**config.mk**
```make
export PLATFORM = sky130hd
export DESIGN_NAME = scan_serializer
export DESIGN_NICKNAME = d
export VERILOG_FILES = /design/src/rtl/scan_ser_pkg.sv /design/src/rtl/scan_tx_chan.sv /design/src/rtl/scan_rx_chan.sv /design/src/rtl/scan_shift_cnt.sv /design/src/rtl/scan_serializer.sv
export SDC_FILE = /design/constraint.sdc
export NUM_CORES = 1
export LEC_CHECK = 0
export CAP_MARGIN = 40
export CORE_MARGIN = 8
export CORE_UTILIZATION = 60
export CTS_CLUSTER_DIAMETER = 50
export DETAILED_ROUTE_END_ITERATION = 8
export DONT_BUFFER_PORTS = 1
export PLACE_DENSITY_LB_ADDON = 0.25
export SETUP_SLACK_MARGIN = 0.2
export SLEW_MARGIN = 20
export SYNTH_ARGS = -nofsm -noshare
export SYNTH_HDL_FRONTEND = slang
export SYNTH_SLANG_ARGS = --single-unit
```
**constraint.sdc**
```tcl
create_clock -name clk -period 7.7 [get_ports clk]
set_input_delay 0.385 -clock clk [delete_from_list [all_inputs] [get_ports clk]]
set_output_delay 0.385 -clock clk [all_outputs]
set_load 0.01 [all_outputs]
```
**src/rtl/scan_ser_pkg.sv**
```systemverilog
package scan_ser_pkg;
    typedef enum logic [1:0] {
        S_HALT = 2'd0,
        S_HIGH = 2'd1,
        S_LOW  = 2'd2
    } tck_state_e;

    localparam int unsigned M_TDO  = 7;
    localparam int unsigned M_TDI  = 6;
    localparam int unsigned M_CNT  = 5;
    localparam int unsigned M_TMS0 = 4;
    localparam int unsigned M_TMS1 = 3;
    localparam int unsigned M_RSVD = 2;
    localparam int unsigned M_AUTO = 1;
    localparam int unsigned M_LOOP = 0;

    localparam int unsigned NTX     = 3;
    localparam int unsigned CH_TDO  = 0;
    localparam int unsigned CH_TMS0 = 1;
    localparam int unsigned CH_TMS1 = 2;
endpackage

```
**src/rtl/scan_tx_chan.sv**
```systemverilog
module scan_tx_chan #(
    parameter int unsigned W = 8
) (
    input  logic         clk,
    input  logic         rst_n,
    input  logic         wr_i,
    input  logic [W-1:0] din_i,
    input  logic         load_ok_i,
    input  logic         shift_i,
    output logic         bit_o,
    output logic         ready_o,
    output logic         buf_empty_o
);
    localparam int unsigned CW = $clog2(W + 1);

    logic [W-1:0]  sh_q;
    logic [W-1:0]  buf_q;
    logic          full_q;
    logic [CW-1:0] cnt_q;
    logic          take;

    // Refill at the falling edge that sends the last bit, or while idle and empty.
    always_comb
        take = full_q && ((shift_i && cnt_q == CW'(1)) || (load_ok_i && cnt_q == '0));

    always_ff @(posedge clk or negedge rst_n) begin
        if (!rst_n) begin
            sh_q   <= '0;
            buf_q  <= '0;
            full_q <= 1'b0;
            cnt_q  <= '0;
        end else begin
            if (take) begin
                sh_q  <= buf_q;
                cnt_q <= CW'(W);
            end else if (shift_i && cnt_q != '0) begin
                sh_q  <= {sh_q[W-1], sh_q[W-1:1]};
                cnt_q <= cnt_q - CW'(1);
            end
            if (take) begin
                full_q <= 1'b0;
            end else if (wr_i && !full_q) begin
                full_q <= 1'b1;
                buf_q  <= din_i;
            end
        end
    end

    assign bit_o       = sh_q[0];
    assign ready_o     = (cnt_q != '0);
    assign buf_empty_o = !full_q;

    // a write into a full buffer leaves the held byte alone
    p_full_write_ignored_r4: assert property (@(posedge clk) disable iff (!rst_n)
        (full_q && wr_i && !take) |=> $stable(buf_q));
endmodule

```
**src/rtl/scan_rx_chan.sv**
```systemverilog
module scan_rx_chan #(
    parameter int unsigned W = 8
) (
    input  logic         clk,
    input  logic         rst_n,
    input  logic         en_i,
    input  logic         sample_i,
    input  logic         tdi_i,
    input  logic         rd_i,
    output logic [W-1:0] dout_o,
    output logic         full_o,
    output logic         block_o
);
    localparam int unsigned CW = $clog2(W);

    logic [W-1:0]  sh_q;
    logic [W-1:0]  buf_q;
    logic          full_q;
    logic [CW-1:0] cnt_q;
    logic          last;

    assign last = (cnt_q == CW'(W - 1));

    always_ff @(posedge clk or negedge rst_n) begin
        if (!rst_n) begin
            sh_q   <= '0;
            buf_q  <= '0;
            full_q <= 1'b0;
            cnt_q  <= '0;
        end else begin
            if (sample_i) begin
                if (last) begin
                    buf_q <= {tdi_i, sh_q[W-1:1]};
                    cnt_q <= '0;
                end else begin
                    sh_q  <= {tdi_i, sh_q[W-1:1]};
                    cnt_q <= cnt_q + CW'(1);
                end
            end
            if (sample_i && last)
                full_q <= 1'b1;
            else if (rd_i)
                full_q <= 1'b0;
        end
    end

    assign dout_o  = buf_q;
    assign full_o  = full_q;
    assign block_o = en_i && full_q && last;

    // an enabled receiver never completes a byte over an unread one
    p_no_overflow_r5: assert property (@(posedge clk) disable iff (!rst_n)
        (en_i && sample_i && last) |-> !full_q);
endmodule

```
**src/rtl/scan_shift_cnt.sv**
```systemverilog
module scan_shift_cnt #(
    parameter int unsigned CW = 32
) (
    input  logic          clk,
    input  logic          rst_n,
    input  logic          ld_i,
    input  logic [CW-1:0] din_i,
    input  logic          dec_i,
    output logic [CW-1:0] cnt_o,
    output logic          loaded_o,
    output logic          tc_o
);
    logic [CW-1:0] cnt_q;
    logic          loaded_q;

    always_ff @(posedge clk or negedge rst_n) begin
        if (!rst_n) begin
            cnt_q    <= '0;
            loaded_q <= 1'b0;
        end else if (ld_i) begin
            cnt_q    <= din_i;
            loaded_q <= 1'b1;
        end else if (dec_i && loaded_q && cnt_q != '0) begin
            cnt_q <= cnt_q - CW'(1);
        end
    end

    assign cnt_o    = cnt_q;
    assign loaded_o = loaded_q;
    assign tc_o     = loaded_q && (cnt_q == '0);

    // terminal count stays until the next load
    p_tc_sticky_r7: assert property (@(posedge clk) disable iff (!rst_n)
        (tc_o && !ld_i) |=> tc_o);
endmodule

```
**src/rtl/scan_serializer.sv**
```systemverilog
module scan_serializer
    import scan_ser_pkg::*;
#(
    parameter int unsigned W    = 8,
    parameter int unsigned CNTW = 32
) (
    input  logic              clk,
    input  logic              rst_n,
    input  logic [7:0]        mode_i,
    input  logic              frz_en_i,
    input  logic              frz_i,
    input  logic [NTX-1:0]    tx_wr_i,
    input  logic [NTX*W-1:0]  tx_din_i,
    output logic [NTX-1:0]    tx_empty_o,
    input  logic              rx_rd_i,
    output logic [W-1:0]      rx_dout_o,
    output logic              rx_full_o,
    input  logic              cnt_ld_i,
    input  logic [CNTW-1:0]   cnt_din_i,
    output logic              cnt_zero_o,
    output logic              tck_o,
    output logic              tdo_o,
    output logic [1:0]        tms_o,
    input  logic              tdi_i
);
    tck_state_e      state_q, state_n;
    logic            tck_q;
    logic            go, rise, fall, load_ok;
    logic [NTX-1:0]  tx_en, rdy, txbit;
    logic            rx_block;
    logic [CNTW-1:0] cnt;
    logic            cnt_loaded, cnt_tc;
    logic            auto_hi;
    logic            mode_unused;

    assign mode_unused = mode_i[M_RSVD];

    assign tx_en[CH_TDO]  = mode_i[M_TDO];
    assign tx_en[CH_TMS0] = mode_i[M_TMS0];
    assign tx_en[CH_TMS1] = mode_i[M_TMS1];

    assign fall    = (state_q == S_HIGH);
    assign load_ok = (state_q != S_HIGH);
    assign rise    = (state_q != S_HIGH) && (state_n == S_HIGH);

    for (genvar g = 0; g < NTX; g++) begin : g_tx
        scan_tx_chan #(.W(W)) u_tx (
            .clk         (clk),
            .rst_n       (rst_n),
            .wr_i        (tx_wr_i[g]),
            .din_i       (tx_din_i[g*W +: W]),
            .load_ok_i   (load_ok),
            .shift_i     (fall),
            .bit_o       (txbit[g]),
            .ready_o     (rdy[g]),
            .buf_empty_o (tx_empty_o[g])
        );
    end

    scan_rx_chan #(.W(W)) u_rx (
        .clk      (clk),
        .rst_n    (rst_n),
        .en_i     (mode_i[M_TDI]),
        .sample_i (rise),
        .tdi_i    (tdi_i),
        .rd_i     (rx_rd_i),
        .dout_o   (rx_dout_o),
        .full_o   (rx_full_o),
        .block_o  (rx_block)
    );

    scan_shift_cnt #(.CW(CNTW)) u_cnt (
        .clk      (clk),
        .rst_n    (rst_n),
        .ld_i     (cnt_ld_i),
        .din_i    (cnt_din_i),
        .dec_i    (fall),
        .cnt_o    (cnt),
        .loaded_o (cnt_loaded),
        .tc_o     (cnt_tc)
    );

    // Gate: every enabled source must be able to take one more pulse.
    assign go = (&(~tx_en | rdy)) && !rx_block
             && !(mode_i[M_CNT] && (!cnt_loaded || cnt_tc));

    always_ff @(posedge clk or negedge rst_n) begin
        if (!rst_n) state_q <= S_HALT;
        else        state_q <= state_n;
    end

    always_comb begin
        unique case (state_q)
            S_HALT:  state_n = go ? S_HIGH : S_HALT;
            S_HIGH:  state_n = S_LOW;
            S_LOW:   state_n = go ? S_HIGH : S_HALT;
            default: state_n = S_HALT;
        endcase
    end

    always_ff @(posedge clk or negedge rst_n) begin
        if (!rst_n) tck_q <= 1'b0;
        else        tck_q <= (state_n == S_HIGH);
    end

    assign auto_hi    = mode_i[M_AUTO] && (cnt == CNTW'(1));
    assign tck_o      = tck_q | (frz_en_i & frz_i);
    assign tdo_o      = mode_i[M_LOOP] ? tdi_i : txbit[CH_TDO];
    assign tms_o      = {txbit[CH_TMS1], txbit[CH_TMS0]} | {2{auto_hi}};
    assign cnt_zero_o = cnt_tc;

    // the generated clock is high for one source cycle only
    p_tck_one_cycle_r2: assert property (@(posedge clk) disable iff (!rst_n)
        tck_q |=> !tck_q);

    // a pulse never starts with the enabled data-out shifter drained
    p_no_underrun_r3: assert property (@(posedge clk) disable iff (!rst_n)
        (state_q == S_HIGH && $past(mode_i[M_TDO])) |-> rdy[CH_TDO]);

    // same for both mode-select channels
    p_tms_no_underrun_r6: assert property (@(posedge clk) disable iff (!rst_n)
        (state_q == S_HIGH && $past(mode_i[M_TMS0])) |-> rdy[CH_TMS0]);

    p_tms1_no_underrun_r6: assert property (@(posedge clk) disable iff (!rst_n)
        (state_q == S_HIGH && $past(mode_i[M_TMS1])) |-> rdy[CH_TMS1]);

    // each falling edge removes exactly one from a running count
    p_count_step_r7: assert property (@(posedge clk) disable iff (!rst_n)
        ($fell(tck_q) && $past(cnt_loaded && cnt != '0 && !cnt_ld_i))
        |-> (cnt == $past(cnt) - CNTW'(1)));
endmodule

```
### Yosys cells after proc, flatten, opt, wreduce, memory -nomap -nowiden

Index checks and enable logic that the tools add are counted.

* reduce and logical (&&, ||, !) cells: 60
* equal/unequal tests: 9
* muxes and demuxes: 26
* bitwise logic cells: 9
* add/subtract/negate cells: 5

Operator list (count)
* $mux W32: 2
* $eq A32 B1 Y1 const B: 1
* $logic_not A32 Y1: 1
* $reduce_bool A32 Y1: 1
* $sub A32 B1 Y32 const B: 1
* $logic_and A1 B1 Y1: 26
* $mux W4: 6
* $mux W8: 3
* $mux W7: 3
* $reduce_bool A2 Y1: 8
* $eq A4 B1 Y1 const B: 3
* $logic_not A4 Y1: 3
* $reduce_bool A4 Y1: 3
* $sub A4 B1 Y4 const B: 3
* $mux W1: 10
* $reduce_and A2 Y1: 5
* $logic_not A1 Y1: 6
* $eq A2 B1 Y1 const B: 2
* $logic_or A1 B1 Y1: 4
* $not A1 Y1: 4
* $pmux W2 S2: 1
* $add A3 B1 Y3 const B: 1
* $eq A3 B3 Y1 const B: 1
* $mux W3: 1
* 10 further kinds: 10

* output and inout bits: 17
* word-level logic and storage cells: 132
* bits in registers: 119
* input bits: 74

### Depth between registers and ports, before layout

* depth in word-level cells: 12
* gate-level depth with buffers: 9
* depth with buffers taken out: 8

### Cells and area by module

Synthesis repeated with hierarchy kept, for this count alone.

* cells, all modules: 580
* area, all modules: 6140.9 um^2

By module, submodules not included
* scan_tx_chan: instances 3, area each 993.5 um^2, cells each 89
* scan_shift_cnt: instances 1, area each 2088.3 um^2, cells each 232
* scan_rx_chan: instances 1, area each 799.5 um^2, cells each 49
* scan_serializer: instances 1, area each 272.8 um^2, cells each 32

### Worst setup path before layout

OpenSTA, ideal clock, no wires.

* path kind: reg-to-output
* from: register u_cnt.cnt_q[9], in the netlist u_cnt.cnt_o[9]
* to: output cnt_zero_o
* arrival time: 2.354 ns
* slack: 4.961 ns
* cell stages (with the launch flop): 7
* path through: dfrtp_1 -> or4_4 -> or4_4 -> nor3_1 -> clkbuf_1 -> clkbuf_1 -> and3_1

* word-level cells in the longest chain between the ends: 2

RTL lines
* start, declared: line scan_shift_cnt.sv:13 `logic [CW-1:0] cnt_q;`
* start signal, assigned: line scan_shift_cnt.sv:21 `cnt_q <= din_i;`
* start signal, assigned: line scan_shift_cnt.sv:24 `cnt_q <= cnt_q - CW'(1);`
* $logic_not A32 Y1: line scan_shift_cnt.sv:30 `assign tc_o = loaded_q && (cnt_q == '0);`
* $logic_and A1 B1 Y1: line scan_shift_cnt.sv:30
* end, declared: line scan_serializer.sv:20 `output logic cnt_zero_o,`

No other way between the ends.

### Worst setup path after layout

* from: register u_cnt.cnt_q[9], in the netlist u_cnt.cnt_o[9]
* to: output tms_o[1]

* word-level cells in the longest chain between the ends: 3

RTL lines
* $eq A32 B1 Y1: line scan_serializer.sv:106 `assign auto_hi = mode_i[M_AUTO] && (cnt == CNTW'(1));`
* $logic_and A1 B1 Y1: line scan_serializer.sv:106
* $or A2 B2 Y2: line scan_serializer.sv:109 `assign tms_o = {txbit[CH_TMS1], txbit[CH_TMS0]} | {2{auto_hi}};`
* end, declared: line scan_serializer.sv:23 `output logic [1:0] tms_o,`

No other way between the ends.

==> impl_metrics.ini <==
[clock_tree]
cts_buffers = 17
post-cts-setup-buffers = 0
cts_tree = built
clk-insertion-delay-late_ps = 530
clock-root-buffer = clkbuf_8
clk_transition_reported_paths_ps = 60
clock-sinks = 118
htreeDepth = 4
clock_path_buffers = 2

[synthesis]
ys_types = 61
synth_top_cell_by_area = dfrtp_1
ys_seq_elements = 118
synth_nets = 680
synth_area_leaders = dfrtp_1 (49%), mux2_2 (8.6%), nand2_1 (3.7%), ha_1 (2.9%), nor2_1 (2.7%)
syn-cell-area_sq_um = 6010
synth_top_area_share_pct = 49.1
synth_edf_count = 0
yosysMostFrequentCell = dfrtp_1
yosysSeqAreaShare_pct = 49.1
synthCells = 592
synth_common_cells = dfrtp_1 (118), nand2_1 (59), mux2_2 (46)
ys_async_sr_fraction_pct = 100
avgSynthCellArea_sq_um = 10.2
ys_warn_count = 0
yosys_most_used_dff = dfrtp_1

[timing]
setup_viol = 0
finClkSkew_ps = 7.00
rsz0062_at_grt = no
finalSetupTns_ps = 0
setup_ws_ps = 3870
max_freq_mhz = 261
final_max_slew_viol_count = 0
min_period_over_period_pct = 49.8
worst_pin_slew_ps = 823
min_period_ps = 3830
max-slew-margin-rel_pct = 45.0
hold_viol = 0

[pwr]
leakagePower_nw = 3.05
ir_drop_mv = 0.268
cellPowerDensity_nw_per_um2 = 369

[worst_setup_path]
r2r_cells = 5
cp-startpoint = u_cnt.cnt_o[9]
cp-endpoint = tms_o[1]
critPathRequiredTime_ps = 7320
reg2reg_slack_ps = 4630
path_class = flip-flop to output pin
rr_startpoint = u_cnt.cnt_o[9]
cp_data_arrival_time_ps = 3450
r2r_end = u_cnt.cnt_o[28]
path_max_fanout = 19
critPathLaunchType = flip-flop
critPathCaptureType = output pin

[run_status]
status = completed

[floorplan]
start_util_pct = 61.5
die_area_sq_um = 13500
die_h_um = 116
rows = 36
die_w_um = 116
coreArea_sq_um = 9770
io_pins = 91

[finish]
n_antenna_cell = 0
final-seq-area_sq_um = 2950
final_nets = 726
areaGrowthSynthToFinish_pct = 20.8
multiInputGateArea_sq_um = 2810
drive_gt1_share_pct = 15.7
nFillCells = 665

[detailed_routing]
dr_total_vias = 4794
drtIter0Drc = 435
via_per_inst = 6.11
drt-total-wl_um = 15000
ant_nets = 0
wl_per_cell_um = 19.1
firstDrtPassIters = 5
drc = 0

[grt]
grt_pass1_wl_um = 24600
grt_overflow = 0
antenna_found_initial = 0
grt_max_degree = 119
grt_usage_pct = 23.6
grt_pass1_vias = 5079

[placement]
post-place-ws_ps = 4520
routabilityCongestion = 0.830
portBuffers = 0
hpwl_um = 9520

[hold_path]
worstHoldPathType = primary input to flip-flop

[job]
drv_cap = 0
-- what timing repair did --
item                                    4_1_cts  5_1_grt
hold endpoints to repair                    166        1
resized for setup                             0        0
endpoints found under the setup margin        0        0
hold buffers                                 50        1
-- worst min path at each step --
stage	to	slack (ps)	startpoint	depth (start not counted)
5_1_grt	u_cnt.cnt_o[28]	5	cnt_ld_i	1
3_5_place_dp	g_tx[1].u_tx.sh_q[3]	100	rst_n	0
6_report	u_cnt.cnt_o[19]	20	cnt_din_i[19]	2
3_3_place_gp	g_tx[1].u_tx.buf_q[2]	90	rst_n	0
2_1_floorplan	g_tx[0].u_tx.buf_q[0]	90	rst_n	0
4_1_cts	g_tx[1].u_tx.buf_q[2]	0.5	tx_din_i[10]	1
-- sequential cells by signal, indices dropped and copies added, names as in the netlist --
signal	count
g_tx.u_tx.full_q	3
tck_q	1
u_cnt.loaded_o	1
u_rx.cnt_q	3
u_rx.full_o	1
u_rx.dout_o	8
g_tx.u_tx.cnt_q	12
g_tx.u_tx.sh_q	24
g_tx.u_tx.buf_q	24
u_cnt.cnt_o	32
u_rx.sh_q	7
state_q	2
-- worst max-delay path, cell delays in order (launching register included) --
cell	delay, ps
dfrtp_1	420
or4_4	570
nor4_1	460
nand3_1	710
nor3_1	530
or2_2	210
-- kinds of logic (layout without fill, tap and decap cells) --
kind of cell | Yosys count | in the layout | share of synthesized area, %
AO/OA/AOI/OAI | 139 | 139 | 16.4
XOR/XNOR | 4 | 4 | 0.583
adder cells (fa/ha/maj) | 14 | 14 | 2.91
buffers and inverters | 66 | 125 | 4.35
flip-flops | 118 | 118 | 49.1
multiplexers | 58 | 58 | 10.6
AND/OR/NAND/NOR | 193 | 193 | 16.1
-- report_power, final --
group	total [W]	switching [W]	internal (W)
sequential	0.00105	0.000183	0.000871
clock	0.000803	0.000297	0.000506
combinational	0.000822	0.000438	0.000384
-- layout make-up --
cell class	instances	share of cell area (%)
flip-flops and latches	118	40.6
multi-input cells	408	38.7
repair buffers	58	8.23
clock buffers	19	5.94
clock inverters	13	2.38
well taps	133	2.29
inverters	35	1.81
-- layout by cell type, fill, tap and decap left out, drive strengths merged, types with 7 or more instances in the layout --
| master | count |
|---|---|
| or4 | 13 |
| clkbuf | 20 |
| nor4 | 13 |
| dfrtp | 118 |
| mux2i | 12 |
| nand3 | 10 |
| nand2 | 59 |
| nor3 | 11 |
| nor2b | 7 |
| buf | 7 |
| o211ai | 17 |
| inv | 35 |
| dlygate4sd3 | 50 |
| a21oi | 24 |
| a31oi | 10 |
| mux2 | 46 |
| o2111ai | 7 |
| clkinv | 9 |
| o22ai | 13 |
| ha | 14 |
| o21ai | 19 |
| nor2 | 44 |
-- metrics by stage --
| stage | std cells | utilization [%] | instance area (sq um) | total power, W | hold WS [ps] |
|---|---|---|---|---|---|
| after global placement | 699 | 62.4 | 6100 | 0.00177 | 94.6 |
| after CTS | 782 | 74.2 | 7250 | 0.00268 | 0.482 |
| after floorplan | 592 | - | 6010 | 0.00165 | 89.4 |
| after global routing | 784 | 74.3 | 7260 | 0.00285 | 4.53 |
| after detailed placement | 700 | 62.7 | 6130 | 0.00184 | 95.0 |
| final | 784 | 74.3 | 7260 | 0.00268 | 16.3 |
-- metal layers --
layer,global-route usage [%],wire length [um]
met1,26.6,5900
met2,39.6,7600
met3,7.70,1110
met4,11.8,352
met5,0,0
(Power assumes the default switching activity.)
